===== config.mk =====
export PLATFORM = sky130hd
export DESIGN_NAME = lcd_wr_seq
export DESIGN_NICKNAME = d
export VERILOG_FILES = /design/src/rtl/lcd_wr_pkg.sv /design/src/rtl/lcd_wr_cfg_hold.sv /design/src/rtl/lcd_wr_data_hold.sv /design/src/rtl/lcd_wr_phase_fsm.sv /design/src/rtl/lcd_wr_seq.sv
export SDC_FILE = /design/constraint.sdc
export NUM_CORES = 1
export LEC_CHECK = 0
export ABC_AREA = 1
export BUFFER_PORTS_ARGS = -buffer_cell sky130_fd_sc_hd__buf_4
export CAP_MARGIN = 20
export CORE_ASPECT_RATIO = 1.75
export CORE_UTILIZATION = 50
export DETAILED_ROUTE_END_ITERATION = 10
export HOLD_SLACK_MARGIN = 0.1
export PLACE_DENSITY = 0.78
export SETUP_SLACK_MARGIN = 0.05
export SLEW_MARGIN = 20
export SYNTH_ARGS = -nofsm -noshare
export SYNTH_HDL_FRONTEND = slang
export SYNTH_SLANG_ARGS = --single-unit

===== constraint.sdc =====
create_clock -name clk -period 1.9 [get_ports clk]
set_clock_uncertainty 0.05 [all_clocks]
set_input_delay 0.19 -clock clk [delete_from_list [all_inputs] [get_ports clk]]
set_output_delay 0.19 -clock clk [all_outputs]
set_load 0.03 [all_outputs]

===== src/rtl/lcd_wr_pkg.sv =====
package lcd_wr_pkg;

    // width of every phase-length field
    parameter int unsigned PH_W = 4;

    typedef enum logic [2:0] {
        ST_IDLE,
        ST_ADDR,
        ST_SETUP,
        ST_ACTIVE,
        ST_HOLD
    } phase_e;

    typedef struct packed {
        logic [PH_W-1:0] addr_cs;
        logic [PH_W-1:0] cs_we;
        logic [PH_W-1:0] we_act;
        logic [PH_W-1:0] we_rel;
    } phase_cfg_t;

    localparam phase_cfg_t CFG_DEFAULT = '{
        addr_cs: PH_W'(0),
        cs_we:   PH_W'(0),
        we_act:  PH_W'(1),
        we_rel:  PH_W'(0)
    };

    // programmed count (length minus one) of a given phase
    function automatic logic [PH_W-1:0] phase_len(phase_e st, phase_cfg_t c);
        case (st)
            ST_ADDR:   return c.addr_cs;
            ST_SETUP:  return c.cs_we;
            ST_ACTIVE: return c.we_act;
            ST_HOLD:   return c.we_rel;
            default:   return '0;
        endcase
    endfunction

endpackage


===== src/rtl/lcd_wr_cfg_hold.sv =====
module lcd_wr_cfg_hold
    import lcd_wr_pkg::*;
(
    input  logic       clk,
    input  logic       rst,
    input  logic       load,
    input  phase_cfg_t cfg_in,
    output phase_cfg_t cfg_q
);

    always_ff @(posedge clk) begin
        if (rst)
            cfg_q <= CFG_DEFAULT;
        else if (load)
            cfg_q <= cfg_in;
    end

endmodule


===== src/rtl/lcd_wr_data_hold.sv =====
module lcd_wr_data_hold #(
    parameter int unsigned DATA_W = 16
) (
    input  logic              clk,
    input  logic              rst,
    input  logic              load,
    input  logic              rs_in,
    input  logic [DATA_W-1:0] data_in,
    output logic              rs_q,
    output logic [DATA_W-1:0] data_q
);

    always_ff @(posedge clk) begin
        if (rst) begin
            rs_q   <= 1'b0;
            data_q <= '0;
        end else if (load) begin
            rs_q   <= rs_in;
            data_q <= data_in;
        end
    end

    // captured word changes only on a load
    a_r2_hold_without_load: assert property (@(posedge clk) disable iff (rst)
        !load |=> ($stable(data_q) && $stable(rs_q)));

endmodule


===== src/rtl/lcd_wr_phase_fsm.sv =====
module lcd_wr_phase_fsm
    import lcd_wr_pkg::*;
(
    input  logic       clk,
    input  logic       rst,
    input  logic       start,
    input  phase_cfg_t cfg_live,
    input  phase_cfg_t cfg_held,
    output phase_e     state,
    output logic       ready
);

    logic [PH_W-1:0] cnt;
    logic            last;

    assign last  = (cnt == '0);
    assign ready = (state == ST_IDLE) || ((state == ST_HOLD) && last);

    always_ff @(posedge clk) begin
        if (rst) begin
            state <= ST_IDLE;
            cnt   <= '0;
        end else begin
            unique case (state)
                ST_IDLE: begin
                    if (start) begin
                        state <= ST_ADDR;
                        cnt   <= cfg_live.addr_cs;
                    end
                end
                ST_ADDR, ST_SETUP, ST_ACTIVE: begin
                    if (last) begin
                        state <= phase_e'(state + 3'd1);
                        cnt   <= phase_len(phase_e'(state + 3'd1), cfg_held);
                    end else begin
                        cnt <= cnt - 1'b1;
                    end
                end
                ST_HOLD: begin
                    if (last && start) begin
                        state <= ST_ADDR;
                        cnt   <= cfg_live.addr_cs;
                    end else if (last) begin
                        state <= ST_IDLE;
                    end else begin
                        cnt <= cnt - 1'b1;
                    end
                end
                default: begin
                    state <= ST_IDLE;
                    cnt   <= '0;
                end
            endcase
        end
    end

    // an accepted request always opens with the address phase
    a_r3_start_to_addr: assert property (@(posedge clk) disable iff (rst)
        start |=> (state == ST_ADDR));

    // hold ending without a new request returns to idle
    a_r6_hold_to_idle: assert property (@(posedge clk) disable iff (rst)
        ((state == ST_HOLD) && last && !start) |=> (state == ST_IDLE));

    // a phase that is not on its last cycle stays put and counts down
    a_r4_phase_countdown: assert property (@(posedge clk) disable iff (rst)
        ((state != ST_IDLE) && !last) |=> ($stable(state) && (cnt == $past(cnt) - 1'b1)));

endmodule


===== src/rtl/lcd_wr_seq.sv =====
module lcd_wr_seq
    import lcd_wr_pkg::*;
#(
    parameter int unsigned DATA_W = 16
) (
    input  logic              clk,
    input  logic              rst,
    input  logic [PH_W-1:0]   cfg_addr_cs,
    input  logic [PH_W-1:0]   cfg_cs_we,
    input  logic [PH_W-1:0]   cfg_we_act,
    input  logic [PH_W-1:0]   cfg_we_rel,
    input  logic              req_valid,
    input  logic              req_rs,
    input  logic [DATA_W-1:0] req_data,
    output logic              req_ready,
    output logic              busy,
    output logic              bus_rs,
    output logic              bus_cs_n,
    output logic              bus_we_n,
    output logic [DATA_W-1:0] bus_data
);

    phase_cfg_t cfg_live;
    phase_cfg_t cfg_held;
    phase_e     state;
    logic       accept;

    assign cfg_live = '{addr_cs: cfg_addr_cs, cs_we: cfg_cs_we,
                        we_act: cfg_we_act, we_rel: cfg_we_rel};
    assign accept   = req_valid && req_ready;

    lcd_wr_cfg_hold u_cfg (
        .clk    (clk),
        .rst    (rst),
        .load   (accept),
        .cfg_in (cfg_live),
        .cfg_q  (cfg_held)
    );

    lcd_wr_data_hold #(.DATA_W(DATA_W)) u_data (
        .clk     (clk),
        .rst     (rst),
        .load    (accept),
        .rs_in   (req_rs),
        .data_in (req_data),
        .rs_q    (bus_rs),
        .data_q  (bus_data)
    );

    lcd_wr_phase_fsm u_fsm (
        .clk      (clk),
        .rst      (rst),
        .start    (accept),
        .cfg_live (cfg_live),
        .cfg_held (cfg_held),
        .state    (state),
        .ready    (req_ready)
    );

    assign busy     = (state != ST_IDLE);
    assign bus_cs_n = !((state == ST_SETUP) || (state == ST_ACTIVE) || (state == ST_HOLD));
    assign bus_we_n = (state != ST_ACTIVE);

    // write strobe only inside chip select
    a_r10_we_inside_cs: assert property (@(posedge clk) disable iff (rst)
        !bus_we_n |-> !bus_cs_n);

    // both strobes parked when no transfer runs
    a_r10_idle_strobes: assert property (@(posedge clk) disable iff (rst)
        !busy |-> (bus_cs_n && bus_we_n));

    // write strobe falls only after chip select was already low
    a_r5_we_after_cs: assert property (@(posedge clk) disable iff (rst)
        $fell(bus_we_n) |-> $past(!bus_cs_n && bus_we_n));

    // chip select releases only after the write strobe is back high
    a_r6_release_after_we: assert property (@(posedge clk) disable iff (rst)
        $rose(bus_cs_n) |-> $past(bus_we_n));

    // an accepted request makes the block busy next cycle
    a_r9_busy_after_accept: assert property (@(posedge clk) disable iff (rst)
        accept |=> busy);

    // bus data is frozen within a transfer
    a_r2_data_frozen: assert property (@(posedge clk) disable iff (rst)
        (busy && !$past(accept)) |-> ($stable(bus_data) && $stable(bus_rs)));

endmodule


==> out/summary.txt, run 1 <==
area of the mapped netlist: 1912 sq um
vias in the first global route: 2056
RSZ-0062 raised after global routing: true
HPWL Detailed: 3283 microns
initial core utilization: 52.69%
post-route ant nets: 0
maximum clock path buffer count: 2
Tcrit/Tclk final: 92.43%
EDFF count, synth: 0
CTS clk-pin slew, worst paths: 80 ps
DP Area: 2361 sq um
Crit. End Element: register
CTS tree: built
Req. time, crit path: 2040 ps
drt via density: 5.222
Slew @ Worst Pin: 334.8 ps
HP Start: cfg_addr_cs[3]
final core utilization: 78.59%
most common cell in the synthesized netlist: nor2_1
die height: 83.80 microns
drt first pass iters: 4
Critical Path AT: 1890 ps
drt initial violations: 72
WL final: 5569 microns
design area: 2851 sq um
total gr overflow: 0
maximum VDD drop: 1178 uV
top cells by area, synth: dfxtp_1 (42%), nor2_1 (12%), nand2_1 (10%)
clk root buf: clkbuf_8
CP startpoint kind: register
Final #Nets: 410
Synth cell types: 21
Mean Syn Cell Area: 6.927 sq um
core area: 3628 sq um
initial antenna violation count: 0
clk sinks: 40
PwrDens: 1567 nW/um^2
gr usage total: 28.58%
largest area contributor in the netlist: dfxtp_1
hold depth: 3
relative slew slack: 77.68%
YS warnings: 0
Commonest cells post-synth: nor2_1 (62), nand2_1 (53), dfxtp_1 (40), o21ai_0 (33), inv_1 (23)
total nets after synthesis: 319
max-cap viol count: 0
final hold viol count: 0
Leak: 1.369 nW
Synth Flop Type: dfxtp_1
Synth-to-Final Area Change: 49.15%
worst hold endpoint: u_cfg.cfg_q[15]
DRC viols: 0
crit path max fanout: 7
die area: 4085 sq um
status: completed
Hold Worst Slack: 113.6 ps
cts bufs inserted: 5
Synth top area share: 41.88%
fmax: 569.4 MHz
# setup viols final: 0
share of cells above drive strength 1: 25.82%
reg2reg path depth: 12
pin count of the biggest net entering global routing: 36
min Tclk post-route: 1756 ps
HP Class: input port to register
Max Transition Viols Final: 0
I/O pins: 57
Post-synth ARST share: 0%
post-synthesis sequential area ratio: 41.88%
flops & latches, synth: 40
reg2reg end: u_fsm.cnt[3]
# fillers: 258
Setup Crit Path Kind: register to register
IO buf count: 56
H-tree levels: 2
DR vias: 2162
placer congestion estimate: 0.9427
beginning of the worst register-to-register path: u_fsm.state[0]
Skew-Pair Late Insertion Delay: 290 ps
antenna cells: 0
reg-to-reg slack, setup: 140 ps
Die W: 48.75 microns
Cells after Synth: 276
routed wire length per instance: 13.45 microns
first-pass GRT wire length: 9045 microns
floorplan row count: 29
-- flip-flops by register name (all words and copies together) (netlist names) --
signal and cells:
u_data.rs_q 1, u_data.data_q 16, u_cfg.cfg_q 16, u_fsm.state 3
u_fsm.cnt 4
-- repair_timing --
action	CTS	global route
resized for setup	2	24
buffers inserted	0	4
endpoints found under the hold margin	33	0
pin swaps	0	12
setup endpoints to repair	10	35
hold buffers	29	0
-- layer usage --
layer  vias to the layer above  global-route usage [%]  wire length, microns
met5                         -                       0                     0
li1                       1062                       -                     -
met4                         0                   13.37                   215
met3                        19                   6.011                   272
met1                       998                   28.90                  2027
met2                        83                   53.66                  3053
-- logic make-up (layout without fill, tap and decap cells) --
| group | Yosys count | in the layout | synth area share (%) |
|---|---|---|---|
| XOR/XNOR | 2 | 2 | 0.9164 |
| AO/OA/AOI/OAI | 48 | 48 | 12.96 |
| flip-flops | 40 | 40 | 41.88 |
| AND/OR/NAND/NOR | 143 | 143 | 30.89 |
| adder cells (fa/ha/maj) | 7 | 7 | 4.581 |
| buffers and inverters | 36 | 128 | 8.769 |
-- critical path, stage by stage, from the launching register on --
cell and delay [ps]:
dfxtp_4 370, ha_4 170, ha_4 300, buf_6 130, inv_4 40, nand2_2 50, nand4_1 110, nand2_1 110
nor2_2 50, o21ai_1 70, nand3_1 80, nand2_1 80, a21oi_2 50
-- layout by cell type (no fill, tap or decap), types with 2 or more instances in the layout --
| cell type | instances |
|---|---|
| a211oi_1 | 2 |
| a21oi_1 | 9 |
| a21oi_2 | 3 |
| buf_4 | 64 |
| buf_6 | 2 |
| clkbuf_8 | 6 |
| dfxtp_1 | 38 |
| dlygate4sd3_1 | 29 |
| ha_1 | 2 |
| ha_2 | 3 |
| ha_4 | 2 |
| inv_1 | 22 |
| inv_4 | 2 |
| nand2_1 | 50 |
| nand2_2 | 5 |
| nand3_1 | 18 |
| nand3_2 | 2 |
| nand4_1 | 4 |
| nor2_1 | 61 |
| o21ai_0 | 32 |
| xor2_1 | 2 |
-- worst max path at each step --
stage / end / depth (start not counted) / slack, ps / startpoint
2_1_floorplan: u_fsm.state[0] / 8 / 90 / u_fsm.state[0]
3_3_place_gp: u_fsm.cnt[3] / 10 / 50 / u_fsm.state[0]
3_5_place_dp: u_fsm.cnt[3] / 10 / -20 / u_fsm.state[0]
4_1_cts: u_fsm.cnt[3] / 10 / 20 / u_fsm.state[0]
5_1_grt: u_fsm.cnt[3] / 12 / 2 / u_fsm.state[2]
6_report: u_fsm.cnt[3] / 12 / 140 / u_fsm.state[0]
-- metrics by stage --
stage	setup TNS [ps]	power [mW]	worst slack [ps]	cells
after CTS	0	4.253	24.46	410
after global routing	0	4.828	2.480	414
after detailed placement	-24.37	3.600	-24.37	373
after global placement	0	3.568	53.65	373
after floorplan	0	2.961	85.62	276
final	0	4.469	143.8	414
-- cell type report --
type	count	area (sq um)	share of cell area, %
Multi-Input combinational cell	200	1002	35.15
Sequential cell	40	805.8	28.26
Timing Repair Buffer	95	793.3	27.82
Inverter	25	98.84	3.466
Clock buffer	7	86.33	3.028
Tap cell	46	57.56	2.018
Clock inverter	1	7.507	0.2633
-- where the power goes --
part	total [mW]	switching (mW)	internal [mW]	leakage (nW)
combinational	2.53	1.60	0.934	0.993
clock	0.584	0.289	0.295	0.0445
sequential	1.35	0.195	1.16	0.332
total	4.47	2.08	2.39	1.37
(Power assumes the default switching activity.)
==> inputs of run 2 (changes only) <==
--- a/config.mk
+++ b/config.mk
@@ -6,6 +6,7 @@
 export NUM_CORES = 1
 export LEC_CHECK = 0
 export ABC_AREA = 1
+export ABC_CLOCK_PERIOD_IN_PS = 1800
 export BUFFER_PORTS_ARGS = -buffer_cell sky130_fd_sc_hd__buf_4
 export CAP_MARGIN = 20
 export CORE_ASPECT_RATIO = 1.75
@@ -14,6 +15,7 @@
 export HOLD_SLACK_MARGIN = 0.1
 export PLACE_DENSITY = 0.78
 export SETUP_SLACK_MARGIN = 0.05
+export SKIP_CTS_REPAIR_TIMING = 1
 export SLEW_MARGIN = 20
 export SYNTH_ARGS = -nofsm -noshare
 export SYNTH_HDL_FRONTEND = slang
==> constraint.sdc (replaced) <==
create_clock -name clk -period 1.8 [get_ports clk]
set_clock_uncertainty 0.05 [all_clocks]
set_input_delay 0.18 -clock clk [delete_from_list [all_inputs] [get_ports clk]]
set_output_delay 0.18 -clock clk [all_outputs]
set_load 0.03 [all_outputs]
==> run 2 against run 1 <==
Worst setup slack got worse by 91 ps. Non-clock buffer count rose by 3. Maximum frequency rose by 0.53%. Sequential share of layout area fell by 0.62 points. Sequential power rose by 7%. Cell area rose by 2.9%. Critical path type unchanged. Critical endpoint is now u_fsm.state[2]. Largest cell class unchanged.
==> out/summary.txt, run 2 (synthesis results as in run 1) <==
WL final: 5396 microns (-3.1%)
most frequent cells in the layout: buf_4 (70), nor2_1 (61), nand2_1 (51)
DRC viols: 0 (unchanged)
maximum VDD drop: 1252 uV (+6.3%)
grt peak-use layer: met2
CTS clk-pin slew, worst paths: 70 ps (about the same)
Crit. End Element: register
Leak: 1.412 nW (+3.1%)
maximum clock path buffer count: 2 (unchanged)
gr usage total: 24.43% (-4.2 points)
critical path's slowest cell: dfxtp_4
placed cells: 383 (+2.7%)
combinational share of power: 58.2% (+1.5 points)
sequential group share of total power: 29.0% (-1.2 points)
routing usage on met1: 23.35% (-5.6 points)
DR vias: 2094 (-3.1%)
Final #Nets: 413 (+0.73%)
post-route ant nets: 0 (unchanged)
Top cell by count, worst path: ha_4
setup slack after layout: 53.03 ps (-90.74 ps)
initial antenna violation count: 0 (unchanged)
vias in the first global route: 1904 (-7.4%)
Setup Crit Path Kind: register to register
Req. time, crit path: 1900 ps (-140 ps)
internal power: 2.717 mW (+14%)
Final Power: 4.954 mW (+11%)
CP startpoint kind: register
Slew @ Worst Pin: 484.7 ps (+149.9 ps)
share of cells above drive strength 1: 29.19% (+3.4 points)
min Tclk post-route: 1747 ps (-9.262 ps)
routed wire length per instance: 12.97 microns (-3.6%)
clock share of power: 12.8% (-0.3 points)
RSZ-0062 raised after global routing: true
worst-path cell chain: ha_4, ha_4, inv_2, nand3_2, nand2_1, o211ai_1, a21oi_1, a211oi_1
crit path max fanout: 6 (-1)
core area: 3628 sq um (unchanged)
# setup viols final: 0 (unchanged)
final hold viol count: 0 (unchanged)
fin cells: 416 (+0.48%)
IO buf count: 56 (unchanged)
die height: 83.80 microns (unchanged)
status: completed
Worst path top cell family by delay: compound AO/OA/AOI/OAI gates
clk root buf: clkbuf_8
DP Area: 2466 sq um (+4.5%)
reg-to-reg slack, setup: 50 ps (-90 ps)
Sw Ratio: 45.17% (-1.5 points)
H-tree levels: 2 (unchanged)
fmax: 572.4 MHz (+0.53%)
Largest regs: u_cfg.cfg_q x16, u_data.data_q x16, u_fsm.cnt x4
first-pass GRT wire length: 7797 microns (-14%)
commonest non-fill, non-tap cell in the layout: buf_4
max-cap viol count: 0 (unchanged)
HPWL Detailed: 3446 microns (+4.9%)
Critical Path AT: 1840 ps (-50 ps)
Skew-Pair Late Insertion Delay: 290 ps (about the same)
Place WS: -51.01 ps (-26.63 ps)
I/O pins: 57 (unchanged)
die area: 4085 sq um (unchanged)
total gr overflow: 0 (unchanged)
Synth-to-Final Area Change: 53.47%
slowest stage delay, CP: 370 ps (about the same)
drt via density: 5.034 (-3.6%)
drt first pass iters: 4 (unchanged)
M2 GR Usage: 48.86% (-4.8 points)
design area: 2934 sq um (+2.9%)
antenna cells: 0 (unchanged)
HP Class: input port to register
Critical path buffers and inverters: 1 (-1)
initial core utilization: 52.69% (unchanged)
drt initial violations: 40 (-44%)
cts bufs inserted: 5 (unchanged)
sw power: 2.238 mW (+7.4%)
Max Transition Viols Final: 0 (unchanged)
PwrDens: 1689 nW/um^2 (+7.7%)
floorplan row count: 29 (unchanged)
CTS tree: built
GRT met3 Usage: 3.643% (-2.4 points)
Tcrit/Tclk final: 97.05% (+4.6 points)
Die W: 48.75 microns (unchanged)
clk sinks: 40 (unchanged)
placer congestion estimate: 0.8813 (-6.5%)
relative slew slack: 67.55% (-10 points)
pin count of the biggest net entering global routing: 25 (-31%)
[run 2: cell types whose count changed in the layout (fill, tap and decap cells not counted), moves of 3 or more]
cell,change
buf_4,+6
dlygate4sd3_1,-5
ha_4,+3
inv_2,+3
nand3_1,-3
nand3_2,+3
[run 2: worst register-to-register path, delay by kind of cell (launching register included)]
kind | cells | cell delay [ps]
AO/OA/AOI/OAI | 3 | 550
buffers and inverters | 1 | 60
adder cells (fa/ha/maj) | 2 | 330
AND/OR/NAND/NOR | 2 | 250
flip-flops | 1 | 370
[run 2: final timing paths]
| path | startpoint | end | cells after the start |
|---|---|---|---|
| worst max-delay path | u_fsm.state[0] | u_fsm.state[2] | 8 |
| worst min-delay path | req_data[7] | u_data.data_q[7] | 3 |
| worst max register to register | u_fsm.state[0] | u_fsm.state[2] | 8 |
| worst min register to register | u_cfg.cfg_q[7] | u_cfg.cfg_q[7] | 2 |
[run 2: power by group through the flow]
stage	registers, mW	logic (mW)	clock network, mW
2_1_floorplan	1.64	1.51	0
3_3_place_gp	1.40	2.56	0
3_5_place_dp	1.41	2.61	0
4_1_cts	1.40	2.62	0.648
5_1_grt	1.47	3.17	0.681
6_report	1.44	2.88	0.636
[run 2: cell type report]
cell class                 instances  area (sq um)
clock buffer                       7         96.34
tap                               46         57.56
sequential                        40         810.8
fill                             246         694.4
multi-input combinational        200          1045
inverter                          25         96.34
timing repair buffer              98         828.3
[run 2: per-stage QoR]
step	utilization (%)	hold WS [ps]	setup TNS, ps
finish	80.86	59.16	0
floorplan	-	256.3	0
global placement	67.97	342.0	-30.34
global route	80.86	101.1	-168.4
detailed placement	67.97	357.6	-106.6
CTS	70.62	54.38	-242.7
[run 2: per-layer routing]
layer	vias to the layer above	share of wire, %	wire (microns)
met3	12	3.3	178
met1	952	39	2094
li1	1067	-	-
met2	63	56	3018
met5	-	0	0
met4	0	1.9	104
==> inputs of run 3 (changes only) <==
--- a/config.mk
+++ b/config.mk
@@ -13,10 +13,11 @@
 export CORE_UTILIZATION = 50
 export DETAILED_ROUTE_END_ITERATION = 10
 export HOLD_SLACK_MARGIN = 0.1
-export PLACE_DENSITY = 0.78
+export PLACE_DENSITY = 0.76
 export SETUP_SLACK_MARGIN = 0.05
 export SKIP_CTS_REPAIR_TIMING = 1
 export SLEW_MARGIN = 20
 export SYNTH_ARGS = -nofsm -noshare
 export SYNTH_HDL_FRONTEND = slang
+export SYNTH_HIERARCHICAL = 1
 export SYNTH_SLANG_ARGS = --single-unit
==> run 3 against run 2 <==
Combinational power shrank 27%. Maximum frequency increased by 2.1%. Synthesized cell count grew 21%. Sequential share of layout area fell by 0.26 points. Core utilization fell by 9.6 points. Final cell count up 8.2%. Global-route usage is 0.80 points lower. Clock power grew 13%. Clock-buffer cell count is 1 lower. Wire length down 7.4%. Worst hold slack gained 7.8 ps. Flip-flop and latch count unchanged. Largest power group unchanged.
==> out/summary.txt, run 3 <==
sw power: 1.713 mW (-23%)
post-route ant nets: 0 (unchanged)
H-tree levels: 2 (unchanged)
Sw Ratio: 41.88% (-3.3 points)
HPWL Detailed: 3540 microns (+2.7%)
reg2reg path depth: 11 (+3)
clk sinks: 40 (unchanged)
CTS tree: built
initial antenna violation count: 0 (unchanged)
share of cells above drive strength 1: 33.42% (+4.2 points)
DR vias: 2174 (+3.8%)
Req. time, crit path: 1990 ps (+90 ps)
Cells after Synth: 334 (+21%)
clk root buf: clkbuf_8
Hold Worst Slack: 66.97 ps (+7.813 ps)
Worst path top cell family by delay: simple AND/OR/NAND/NOR gates
relative slew slack: 67.40% (-0.14 points)
commonest non-fill, non-tap cell in the layout: nand2_1
Mean Syn Cell Area: 6.477 sq um (-6.5%)
maximum VDD drop: 1144 uV (-8.6%)
Critical Path AT: 1900 ps (+60 ps)
Skew-Pair Late Insertion Delay: 290 ps (about the same)
pin count of the biggest net entering global routing: 67 (+170%)
fmax: 584.2 MHz (+2.1%)
Die W: 51.72 microns (+6.1%)
worst setup path start: u_fsm/state[1]
Synth-to-Final Area Change: 36.73%
vias in the first global route: 1926 (+1.2%)
most common cell in the synthesized netlist: nand2_1
die height: 89.02 microns (+6.2%)
clock share of power: 17.6% (+4.8 points)
min Tclk post-route: 1712 ps (-35.37 ps)
Post-synth ARST share: 0% (unchanged)
antenna cells: 0 (unchanged)
critical path's slowest cell: dfxtp_4
placed cells: 439 (+15%)
routed wire length per instance: 11.10 microns (-14%)
Final #Nets: 443 (+7.3%)
initial core utilization: 52.13% (-0.56 points)
drt via density: 4.831 (-4.0%)
drt first pass iters: 4 (unchanged)
cts bufs inserted: 5 (unchanged)
Setup TNS Final: 0 ps (unchanged)
die area: 4604 sq um (+13%)
area of the mapped netlist: 2163 sq um (+13%)
slowest stage delay, CP: 390 ps (+20 ps)
maximum clock path buffer count: 2 (unchanged)
DP Area: 2708 sq um (+9.8%)
worst-path cell chain: ha_4, ha_4, inv_6, nand2_1, nand2_1, nor2_2, nor2_2, nand3_2, nand3_2, nand2_2, a21oi_2
EDFF count, synth: 0 (unchanged)
Synth Flop Type: dfxtp_1
CTS clk-pin slew, worst paths: 80 ps (about the same)
most frequent cells in the layout: nand2_1 (82), buf_4 (68), nor2_1 (65)
beginning of the worst register-to-register path: u_fsm/state[1]
Slew @ Worst Pin: 488.4 ps (+3.752 ps)
combinational share of power: 51.3% (-6.9 points)
fin cells: 450 (+8.2%)
sequential group share of total power: 31.1% (+2.1 points)
I/O pins: 57 (unchanged)
Synth cell types: 24 (+14%)
Setup Crit Path Kind: register to register
placer congestion estimate: 0.8813 (unchanged)
# setup viols final: 0 (unchanged)
total gr overflow: 0 (unchanged)
WL final: 4996 microns (-7.4%)
Synth top area share: 37.02% (-4.9 points)
reg-to-reg slack, setup: 90 ps (+40 ps)
CP startpoint kind: register
core area: 4150 sq um (+14%)
drt initial violations: 25 (-38%)
WP depth: 11 (+3)
internal power: 2.377 mW (-13%)
Crit. End Element: register
Critical path buffers and inverters: 1 (unchanged)
crit path max fanout: 7 (+1)
post-synthesis sequential area ratio: 37.02% (-4.9 points)
max-cap viol count: 0 (unchanged)
crit path capture: u_fsm/cnt[0]
YS warnings: 6 (+6)
largest area contributor in the netlist: dfxtp_1
Max Transition Viols Final: 0 (unchanged)
Leak: 1.526 nW (+8.1%)
DRC viols: 0 (unchanged)
floorplan row count: 31 (+6.9%)
Tcrit/Tclk final: 95.09% (-2.0 points)
final hold viol count: 0 (unchanged)
Largest regs: u_cfg/cfg_q x16, u_data/data_q x16, u_fsm/cnt x4
top cells by area, synth: dfxtp_1 (37%), nand2_1 (17%), nor2_1 (12%)
PwrDens: 1383 nW/um^2 (-18%)
status: completed
IO buf count: 56 (unchanged)
reg2reg end: u_fsm/cnt[0]
flops & latches, synth: 40 (unchanged)
HP Class: input port to register
gr usage total: 23.63% (-0.80 points)
design area: 2958 sq um (+0.81%)
RSZ-0062 raised after global routing: true
first-pass GRT wire length: 8142 microns (+4.4%)
Commonest cells post-synth: nand2_1 (96), nor2_1 (69), inv_1 (44), dfxtp_1 (40), nand3_1 (27)
total nets after synthesis: 377 (+18%)
[run 3: worst register-to-register path, delay by kind of cell, from the launching register on]
family / cells / cell delay [ps]
flops: 1 / 390
fa+ha+maj: 2 / 430
compound gates: 1 / 120
buf+inv: 1 / 80
simple gates: 7 / 590
[run 3: how the worst min path moves through the flow]
stage               depth (start not counted)        endpoint     startpoint  slack (ps)
detailed placement                          3  u_cfg/cfg_q[4]  cfg_we_act[0]         350
global route                                2    u_fsm/cnt[1]            rst          70
finish                                      2    u_fsm/cnt[1]            rst          70
global placement                            3  u_cfg/cfg_q[4]  cfg_we_act[0]         350
floorplan                                   1  u_fsm/state[1]            rst         190
CTS                                         3  u_cfg/cfg_q[4]  cfg_we_act[0]          40
[run 3: cell families (layout without fill, tap and decap cells)]
logic type               after synthesis  after routing  share of synthesized area [%]
AND/OR/NAND/NOR                      211            211                          41.24
buffers and inverters                 60            127                          13.48
flip-flops                            40             40                          37.02
AO/OA/AOI/OAI                         14             14                          3.413
adder cells (fa/ha/maj)                7              7                          4.048
XOR/XNOR                               2              2                         0.8099
[run 3: power by group through the flow]
stage | registers, mW | logic, mW | clock network [mW]
floorplan | 1.41 | 1.25 | 0
global placement | 1.26 | 1.86 | 0
detailed placement | 1.26 | 1.88 | 0
CTS | 1.25 | 1.89 | 0.747
global route | 1.30 | 2.31 | 0.771
finish | 1.27 | 2.10 | 0.720
[run 3: routing by layer]
metal,up-vias,track usage (%),wire length (microns)
met3,14,4.422,170
li1,1138,-,-
met2,56,42.03,2689
met5,-,0,0
met1,966,25.11,1947
met4,0,14.50,188
[run 3: cell type report]
class,instances,area (sq um)
timing repair buffer,70,540.5
fill,365,1192
sequential,40,809.5
inverter,49,193.9
multi-input combinational,234,1245
clock inverter,2,35.03
tap,49,61.31
clock buffer,6,72.57
[run 3: stage by stage]
stage	setup slack, ps	total power, mW	utilization [%]
global placement	71.00	3.115	65.24
CTS	-48.58	3.885	67.83
floorplan	-111.3	2.664	-
finish	88.40	4.089	71.27
global route	7.724	4.387	71.27
detailed placement	15.82	3.144	65.24
